==> src/rtl/msix_tbl_pkg.sv <==
package msix_tbl_pkg;

  localparam int MAX_VEC   = 32;
  localparam int VIDX_W    = 5;
  localparam int DW        = 32;
  localparam int AW        = 12;
  localparam int PEND_BASE = 'h800;

  // field inside a 16-byte vector entry, selected by offset bits [3:2]
  typedef enum logic [1:0] {
    FLD_ADDR_LO = 2'd0,
    FLD_ADDR_HI = 2'd1,
    FLD_DATA    = 2'd2,
    FLD_CTRL    = 2'd3
  } field_e;

  localparam logic [1:0] SIZE_WORD = 2'd2;

  // strobes from control to datapath
  typedef struct packed {
    logic              wrTable;   // accepted dword write into an implemented entry
    logic              rdStrobe;  // accepted read of any kind
    logic              rdTable;   // dword read of an implemented entry
    logic              rdPend;    // dword read of the pending dword
    logic [VIDX_W-1:0] vec;
    field_e            fld;
    logic              clearAll;
    logic              maskAll;
  } strobe_t;

endpackage

==> src/rtl/msix_tbl_ctrl.sv <==
module msix_tbl_ctrl
  import msix_tbl_pkg::*;
#(
  parameter int NUM_VEC = 8
) (
  input  logic              clk,
  input  logic              rstN,
  input  logic              reqValid,
  input  logic              reqWrite,
  input  logic [AW-1:0]     reqAddr,
  input  logic [1:0]        reqSize,
  input  logic              softReset,
  input  logic              maskAllCmd,
  output logic              reqReady,
  output strobe_t           strb,
  output logic              rspValid,
  output logic              updValid,
  output logic [VIDX_W-1:0] updVec
);

  localparam logic [6:0] VEC_LIM = 7'(NUM_VEC);
  localparam logic [9:0] PEND_DW = 10'(PEND_BASE >> 2);

  logic [9:0] dwIdx;
  logic       tableHit;
  logic       pendHit;
  logic       isWord;
  logic       bulkBusy;
  logic       accept;

  assign dwIdx    = reqAddr[AW-1:2];
  assign tableHit = !dwIdx[9] && (dwIdx[8:2] < VEC_LIM);
  assign pendHit  = (dwIdx == PEND_DW);
  assign isWord   = (reqSize == SIZE_WORD);
  assign bulkBusy = softReset || maskAllCmd;
  assign reqReady = !bulkBusy;
  assign accept   = reqValid && reqReady;

  always_comb begin
    strb          = '0;
    strb.vec      = dwIdx[6:2];
    strb.fld      = field_e'(dwIdx[1:0]);
    strb.wrTable  = accept && reqWrite && isWord && tableHit;
    strb.rdStrobe = accept && !reqWrite;
    strb.rdTable  = isWord && tableHit;
    strb.rdPend   = isWord && pendHit;
    strb.clearAll = softReset;
    strb.maskAll  = maskAllCmd;
  end

  always_ff @(posedge clk or negedge rstN) begin
    if (!rstN) begin
      rspValid <= 1'b0;
      updValid <= 1'b0;
      updVec   <= '0;
    end else begin
      rspValid <= strb.rdStrobe;
      updValid <= strb.wrTable;
      if (strb.wrTable) updVec <= strb.vec;
    end
  end

  // a response only follows a request that the bus actually took
  assert_rsp_after_read_R9: assert property (@(posedge clk) disable iff (!rstN)
    rspValid |-> ($past(reqValid) && !$past(reqWrite) && !$past(softReset) && !$past(maskAllCmd)));

  assert_event_word_write_R7: assert property (@(posedge clk) disable iff (!rstN)
    updValid |-> ($past(reqValid) && $past(reqWrite) && ($past(reqSize) == SIZE_WORD)));

  assert_event_table_only_R5: assert property (@(posedge clk) disable iff (!rstN)
    updValid |-> !$past(reqAddr[AW-1]));

endmodule

==> src/rtl/msix_tbl_data.sv <==
module msix_tbl_data
  import msix_tbl_pkg::*;
#(
  parameter int NUM_VEC = 8
) (
  input  logic               clk,
  input  logic               rstN,
  input  strobe_t            strb,
  input  logic [DW-1:0]      wrData,
  input  logic               pendSetValid,
  input  logic [VIDX_W-1:0]  pendSetVec,
  input  logic               pendClrValid,
  input  logic [VIDX_W-1:0]  pendClrVec,
  output logic [DW-1:0]      rdData,
  output logic [NUM_VEC-1:0] maskBits,
  output logic [NUM_VEC-1:0] pendBits
);

  localparam logic [VIDX_W:0] VEC_LIM = (VIDX_W + 1)'(NUM_VEC);
  localparam logic [DW-1:0]   CTRL_RST = DW'(1);

  logic [NUM_VEC-1:0][DW-1:0] loBus;
  logic [NUM_VEC-1:0][DW-1:0] hiBus;
  logic [NUM_VEC-1:0][DW-1:0] datBus;
  logic [NUM_VEC-1:0][DW-1:0] ctlBus;

  for (genvar g = 0; g < NUM_VEC; g++) begin : gVec
    logic [DW-1:0] loQ, hiQ, datQ, ctlQ;
    logic          pendQ;
    logic          wrHere, setHere, clrHere;

    assign wrHere  = strb.wrTable && (strb.vec == VIDX_W'(g));
    assign setHere = pendSetValid && (pendSetVec == VIDX_W'(g));
    assign clrHere = pendClrValid && (pendClrVec == VIDX_W'(g));

    always_ff @(posedge clk or negedge rstN) begin
      if (!rstN) begin
        loQ  <= '0;
        hiQ  <= '0;
        datQ <= '0;
        ctlQ <= CTRL_RST;
      end else if (strb.clearAll) begin
        loQ  <= '0;
        hiQ  <= '0;
        datQ <= '0;
        ctlQ <= CTRL_RST;
      end else begin
        if (wrHere) begin
          case (strb.fld)
            FLD_ADDR_LO: loQ  <= wrData;
            FLD_ADDR_HI: hiQ  <= wrData;
            FLD_DATA:    datQ <= wrData;
            FLD_CTRL:    ctlQ <= wrData;
            default:     ;
          endcase
        end
        if (strb.maskAll) ctlQ[0] <= 1'b1;
      end
    end

    // set outranks clear; bulk clear outranks both
    always_ff @(posedge clk or negedge rstN) begin
      if (!rstN)              pendQ <= 1'b0;
      else if (strb.clearAll) pendQ <= 1'b0;
      else if (setHere)       pendQ <= 1'b1;
      else if (clrHere)       pendQ <= 1'b0;
    end

    assign loBus[g]    = loQ;
    assign hiBus[g]    = hiQ;
    assign datBus[g]   = datQ;
    assign ctlBus[g]   = ctlQ;
    assign maskBits[g] = ctlQ[0];
    assign pendBits[g] = pendQ;
  end

  logic [DW-1:0] entryWord;
  logic [DW-1:0] rdNext;

  always_comb begin
    entryWord = '0;
    for (int i = 0; i < NUM_VEC; i++) begin
      if (strb.vec == VIDX_W'(i)) begin
        case (strb.fld)
          FLD_ADDR_LO: entryWord = loBus[i];
          FLD_ADDR_HI: entryWord = hiBus[i];
          FLD_DATA:    entryWord = datBus[i];
          default:     entryWord = ctlBus[i];
        endcase
      end
    end
  end

  always_comb begin
    rdNext = '0;
    if (strb.rdPend)       rdNext = DW'(pendBits);
    else if (strb.rdTable) rdNext = entryWord;
  end

  always_ff @(posedge clk or negedge rstN) begin
    if (!rstN)              rdData <= '0;
    else if (strb.rdStrobe) rdData <= rdNext;
  end

  assert_bulk_clear_R8: assert property (@(posedge clk) disable iff (!rstN)
    strb.clearAll |=> ((&maskBits) && (pendBits == '0)));

  assert_mask_all_R8: assert property (@(posedge clk) disable iff (!rstN)
    strb.maskAll |=> (&maskBits));

  assert_clear_beats_set_R10: assert property (@(posedge clk) disable iff (!rstN)
    (strb.clearAll && pendSetValid) |=> (pendBits == '0));

  assert_pend_set_R6: assert property (@(posedge clk) disable iff (!rstN)
    (pendSetValid && !strb.clearAll && ({1'b0, pendSetVec} < VEC_LIM))
      |=> (|(pendBits & (NUM_VEC'(1) << $past(pendSetVec)))));

  assert_pend_clr_R6: assert property (@(posedge clk) disable iff (!rstN)
    (pendClrValid && !strb.clearAll && ({1'b0, pendClrVec} < VEC_LIM)
      && !(pendSetValid && (pendSetVec == pendClrVec)))
      |=> !(|(pendBits & (NUM_VEC'(1) << $past(pendClrVec)))));

  // the bus never alters pending state
  assert_pend_bus_ro_R5: assert property (@(posedge clk) disable iff (!rstN)
    (!pendSetValid && !pendClrValid && !strb.clearAll) |=> $stable(pendBits));

endmodule

==> src/rtl/msix_vector_table.sv <==
module msix_vector_table
  import msix_tbl_pkg::*;
#(
  parameter int NUM_VEC = 8
) (
  input  logic               clk,
  input  logic               rstN,
  input  logic               reqValid,
  output logic               reqReady,
  input  logic               reqWrite,
  input  logic [11:0]        reqAddr,
  input  logic [1:0]         reqSize,
  input  logic [31:0]        reqWdata,
  output logic               rspValid,
  output logic [31:0]        rspRdata,
  input  logic               pendSetValid,
  input  logic [4:0]         pendSetVec,
  input  logic               pendClrValid,
  input  logic [4:0]         pendClrVec,
  input  logic               softReset,
  input  logic               maskAllCmd,
  output logic [NUM_VEC-1:0] vecMasked,
  output logic [NUM_VEC-1:0] vecPending,
  output logic               updValid,
  output logic [4:0]         updVec
);

  strobe_t strb;

  msix_tbl_ctrl #(.NUM_VEC(NUM_VEC)) u_ctrl (
    .clk        (clk),
    .rstN       (rstN),
    .reqValid   (reqValid),
    .reqWrite   (reqWrite),
    .reqAddr    (reqAddr),
    .reqSize    (reqSize),
    .softReset  (softReset),
    .maskAllCmd (maskAllCmd),
    .reqReady   (reqReady),
    .strb       (strb),
    .rspValid   (rspValid),
    .updValid   (updValid),
    .updVec     (updVec)
  );

  msix_tbl_data #(.NUM_VEC(NUM_VEC)) u_data (
    .clk          (clk),
    .rstN         (rstN),
    .strb         (strb),
    .wrData       (reqWdata),
    .pendSetValid (pendSetValid),
    .pendSetVec   (pendSetVec),
    .pendClrValid (pendClrValid),
    .pendClrVec   (pendClrVec),
    .rdData       (rspRdata),
    .maskBits     (vecMasked),
    .pendBits     (vecPending)
  );

endmodule

==> config.mk <==
export PLATFORM = sky130hd
export DESIGN_NAME = msix_vector_table
export DESIGN_NICKNAME = d
export VERILOG_FILES = /design/src/rtl/msix_tbl_pkg.sv /design/src/rtl/msix_tbl_ctrl.sv /design/src/rtl/msix_tbl_data.sv /design/src/rtl/msix_vector_table.sv
export SDC_FILE = /design/constraint.sdc
export NUM_CORES = 2
export LEC_CHECK = 0
export BUFFER_PORTS_ARGS = -buffer_cell sky130_fd_sc_hd__buf_4
export CORE_MARGIN = 1
export CORE_UTILIZATION = 55
export CTS_CLUSTER_DIAMETER = 200
export DETAILED_ROUTE_END_ITERATION = 10
export PLACE_DENSITY_LB_ADDON = 0.3
export SLEW_MARGIN = 0
export SYNTH_ARGS = -nofsm -noshare
export SYNTH_HDL_FRONTEND = slang
export SYNTH_HIERARCHICAL = 1
export SYNTH_SLANG_ARGS = --single-unit
==> constraint.sdc <==
create_clock -name clk -period 2.5 [get_ports clk]
set_input_delay 0.5 -clock clk [delete_from_list [all_inputs] [get_ports clk]]
set_output_delay 0.5 -clock clk [all_outputs]
set_load 0.01 [all_outputs]
## Word level (Yosys, flattened, before mapping)

Index checks and enable logic that the tools add are counted.

| operators by class | value |
|---|---|
| multiplexer cells | 118 |
| $lt $le $gt $ge | 1 |
| equality and inequality tests | 26 |
| reduce and logical (&&, ||, !) cells | 109 |

Operators with widths:

| operator | count |
|---|---|
| 2-to-1 mux 32 bit | 78 |
| one-hot mux 32 bit (3 select lines) | 8 |
| AND reduction 2 bit | 40 |
| equality test 5 x 3 -> 1 bit, second input constant | 12 |
| nonzero test 3 bit | 17 |
| logical AND 1 bit | 32 |
| 2-to-1 mux 1 bit | 32 |
| equality test 5 x 2 -> 1 bit, second input constant | 6 |
| nonzero test 2 bit | 12 |
| equality test 5 x 1 -> 1 bit, second input constant | 3 |
| logical NOT 5 bit | 3 |
| equality test 10 bit, second input constant | 1 |
| less-than comparator 7 x 4 -> 1 bit, second input constant | 1 |
| equality test 2 bit, second input constant | 3 |
| logical NOT 1 bit | 3 |
| equality test 2 x 1 -> 1 bit, second input constant | 1 |
| logical NOT 2 bit | 1 |
| logical OR 1 bit | 1 |

| word-level totals | value |
|---|---|
| bits of input ports | 64 |
| output and inout port bits | 56 |
| register bits | 1071 |

## Longest topological paths before layout

| depth | value |
|---|---|
| word-level depth | 12 |
| depth in mapped cells | 10 |
| mapped depth without buffers | 8 |

## Modules after synthesis

The synthesis kept the hierarchy.

By module, submodules not included:

| module | times used | cells each | area an instance (um2) |
|---|---|---|---|
| msix_tbl_data | 1 | 4219 | 46168.0 |
| msix_tbl_ctrl | 1 | 33 | 389.1 |

## Worst setup path before layout

No wires, ideal clock.

| timing | value |
|---|---|
| path type | in2reg |
| start point | input port maskAllCmd |
| end point | register u_data.gVec[1].hiQ[22] |
| arrival | 2.778 ns |
| slack | -0.423 ns |
| stages on the path | 8 |
| buffers on the path | 1 |
| setup time | 0.144 ns |
| cells stage by stage | or4bb_2 > nor4_1 > nand2_1 > nor2_1 > a21oi_1 > clkbuf_1 > nand2_1 > o21ai_0 |

RTL lines:

| item | line | source |
|---|---|---|
| from (decl) | msix_vector_table.sv:21 | `input logic maskAllCmd,` |
| to (signal assigned) | msix_tbl_data.sv:51 | `FLD_ADDR_HI: hiQ <= wrData;` |
| to (decl) | msix_tbl_data.sv:28 | `logic [DW-1:0] loQ, hiQ, datQ, ctlQ;` |

==> summary.txt <==
status = completed
leak pwr = 23.93 nW
worst hold path depth = 3
Slew @ Worst Pin = 1.153 ns
Die H = 292.9 um
Total GRT Usage = 31.65%
Synth top area share = 57.14%
Overall Power = 40.00 mW
Final Max Slew Viols = 0
clk_skew = 0.01466 ns
Post-synth ARST share = 100.0%
die span in x = 292.9 um
PwrDens = 726.4 mW/mm2
Worst VDD drop = 0.6758 mV
Synth Area in Compound Gates = 14.79%
data required time of the worst path = 3.05 ns
Critical Path Fanout Max = 28
EDFF count, synth = 0
Initial Util = 55.63%
Synth Area in Simple Gates = 10.63%
adder-cell area share of the yosys netlist = 0%
CTS Buf Count = 108
WP data arrival = 2.60 ns
clock tree buffer depth = 3
H-tree lvl count = 3
initial DRC count = 2831
initial antenna violation count = 1
dpl cell area = 0.05149 mm2
Startpoint Class = primary input
mux cell area share after synthesis = 12.63%
hpwl dp = 88720 um
layout cells sized above 1 = 21.26%
wire per inst = 23.44 um
DP Cell Count = 5425
port bufs = 117
vias in the first global route = 34.90k
FILL cells = 6225
die footprint = 0.08582 mm2
Final Hold Vio Count = 0
synthesis-to-layout area growth = 18.27%
cell count after synthesis = 4252
CP Class = primary input to register
maximum operating frequency = 488.8 MHz
# Max-Cap Violations = 0
average cell area after synthesis = 10.95 um2
number of setup violations in the final report = 0
Final Cycle Share = 81.84%
TritonCTS clock tree = built
worst skew pair latency = 0.68 ns
sequential area share after synthesis = 57.59%
GPL Wtd Cong = 0.8474
DR pass1 iterations = 8
Synth Area in XOR/XNOR = 0%
largest net degree at the start of global routing = 117
combinational family with the most area after synthesis = compound AO/OA/AOI/OAI gates
Worst setup EP type = register
drt drc = 0
Finished Cell Area = 0.05507 mm2
I/O pin total = 120
FP Rows = 106
Ys Warns = 6
synthesized area = 0.04656 mm2
final non-filler cell total = 5623
via density per instance = 6.016
Final Critical Period = 2.046 ns
ranking of synthesized cells by area = dfrtp_1 57%, mux4_2 12%, o21ai_0 11%, nand2_1 8.6%, clkbuf_1 2.1%
#FFs+latches synth = 1071
Antenna Violating Nets Remaining = 0
Fin Setup TNS = 0 ns
unrepaired setup endpoints after global routing = false
Core ar. = 0.08369 mm2
via count = 33.83k
CTS Root Cell = clkbuf_16
CTS Hold Buffers Added = 1
first-pass GRT wire length = 207100 um
ys flop type = dfrtp_1
area leader, netlist = dfrtp_1
Clk pin slew, worst setup/hold paths = 0.06 ns
syn nets = 4316
clk sinks = 1071
Post-CTS Setup Bufs = 0
synth unique cells = 64
reg2reg path depth = 4
relative slew slack = 22.69%
Final Net Count = 4466
PostCTS Resize Cnt = 0
Remaining Overflow, GRT = 0
final wirelength = 131800 um
min-delay worst type = primary input to register
## where the power goes
| part | internal, mW | switching, mW | leakage [nW] |
|---|---|---|---|
| combinational | 1.94 | 2.53 | 8.21 |
| clock | 9.34 | 6.84 | 1.75 |
| sequential | 18.6 | 0.708 | 14.0 |
## critical path, stage by stage
cell and delay, ns:
buf_4 0.11, or4bb_2 0.66, nor4_2 0.17, buf_4 0.19
nor3b_2 0.25, buf_12 0.21, a21oi_4 0.12, buf_12 0.19
nand2_1 0.09, o21ai_0 0.08
## per-stage QoR
step           setup slack (ns)  hold WS, ns  utilization [%]
2_1_floorplan          0.008494       0.2044                -
3_3_place_gp            -0.1650       0.4107            61.53
3_5_place_dp            -0.2441       0.4110            61.53
4_1_cts                  0.4617      0.09263            65.80
5_1_grt                  0.3255       0.1258            65.80
6_report                 0.4540       0.1183            65.80
## area by class of cell
type                            count  area (um2)  share of cell area (%)
Timing Repair Buffer              464        5185                   9.416
Inverter                           24       90.09                  0.1636
Tap cell                         1134        1419                   2.577
Clock inverter                     28       349.1                  0.6339
Antenna cell                        1       2.502                0.004544
Multi-Input combinational cell   2733       18000                   32.69
Clock buffer                      168        3209                   5.828
Sequential cell                  1071       26810                   48.69
## Yosys cell counts, drive strengths merged, types with 3 or more instances
cell type and number:
a21boi 22, a21oi 57, a22oi 57, a2bb2oi 3
a31oi 3, and2 6, and3 10, and4 24
buf 166, clkbuf 258, dfrtp 1063, dfstp 8
inv 24, mux2 3, mux2i 8, mux4 256
nand2 1065, nand2b 35, nand3 8, nand3b 4
nand4 3, nor2 23, nor2b 4, nor3 5
nor3b 3, nor4 4, o211ai 6, o21ai 1052
o22ai 22, o32ai 22
## cells by family after synthesis
kind of cell	count (synthesis)
AO/OA/AOI/OAI	1263
AND/OR/NAND/NOR	1203
buffers and inverters	448
multiplexers	267
flip-flops	1071
## cell usage in the layout (no fill, tap or decap), types with 4 or more instances in the layout
cell type and n:
dfstp_2 8, buf_12 134, nor2b_1 4, and3_1 10, clkbuf_8 26, clkbuf_16 109, a21oi_4 32, clkinv_2 15
and4_1 24, a21boi_0 22, nand2_1 1065, bufinv_16 5, o22ai_1 22, nand2b_1 34, nand3_1 8, nor2_1 20
o32ai_2 5, and2_2 4, o211ai_1 6, dfrtp_1 1063, o21ai_0 1050, clkbuf_1 33, a21oi_1 25, mux2i_1 8
inv_1 24, o32ai_1 17, buf_4 326, a22oi_1 57, mux4_2 256
## metal layers
metal | wire length (um) | part of all wire [%] | GRT usage (%) | up-vias
li1 | - | - | - | 15120
met1 | 53240 | 40 | 41.82 | 17290
met2 | 64830 | 49 | 52.36 | 1120
met3 | 7768 | 5.9 | 4.864 | 295
met4 | 5977 | 4.5 | 13.83 | 2
met5 | 11 | 0.0083 | 0 | -
## sequential cells by signal, indices dropped and copies added, names as in the netlist
signal,count
u_data/gVec.ctlQ,256
u_ctrl/updVec,5
u_data/gVec.pendQ,8
u_data/gVec.hiQ,256
u_ctrl/rspValid,1
u_data/gVec.datQ,256
u_data/gVec.loQ,256
u_ctrl/updValid,1
u_data/rdData,32
## final timing paths
kind	startpoint	endpoint	slack, ns
worst max-delay path	maskAllCmd	u_data/gVec[2].loQ[26]	0.45
worst min-delay path	pendSetVec[0]	u_data/gVec[7].pendQ	0.12
worst max register to register	u_data/gVec[1].ctlQ[17]	u_data/rdData[17]	0.49
worst min register to register	u_data/gVec[5].datQ[27]	u_data/gVec[5].datQ[27]	0.47
max in group asynchronous	rstN	u_data/gVec[4].hiQ[0]	1.22
min in group asynchronous	rstN	u_data/gVec[0].loQ[0]	0.32
Power figures use the tool's default switching activity.
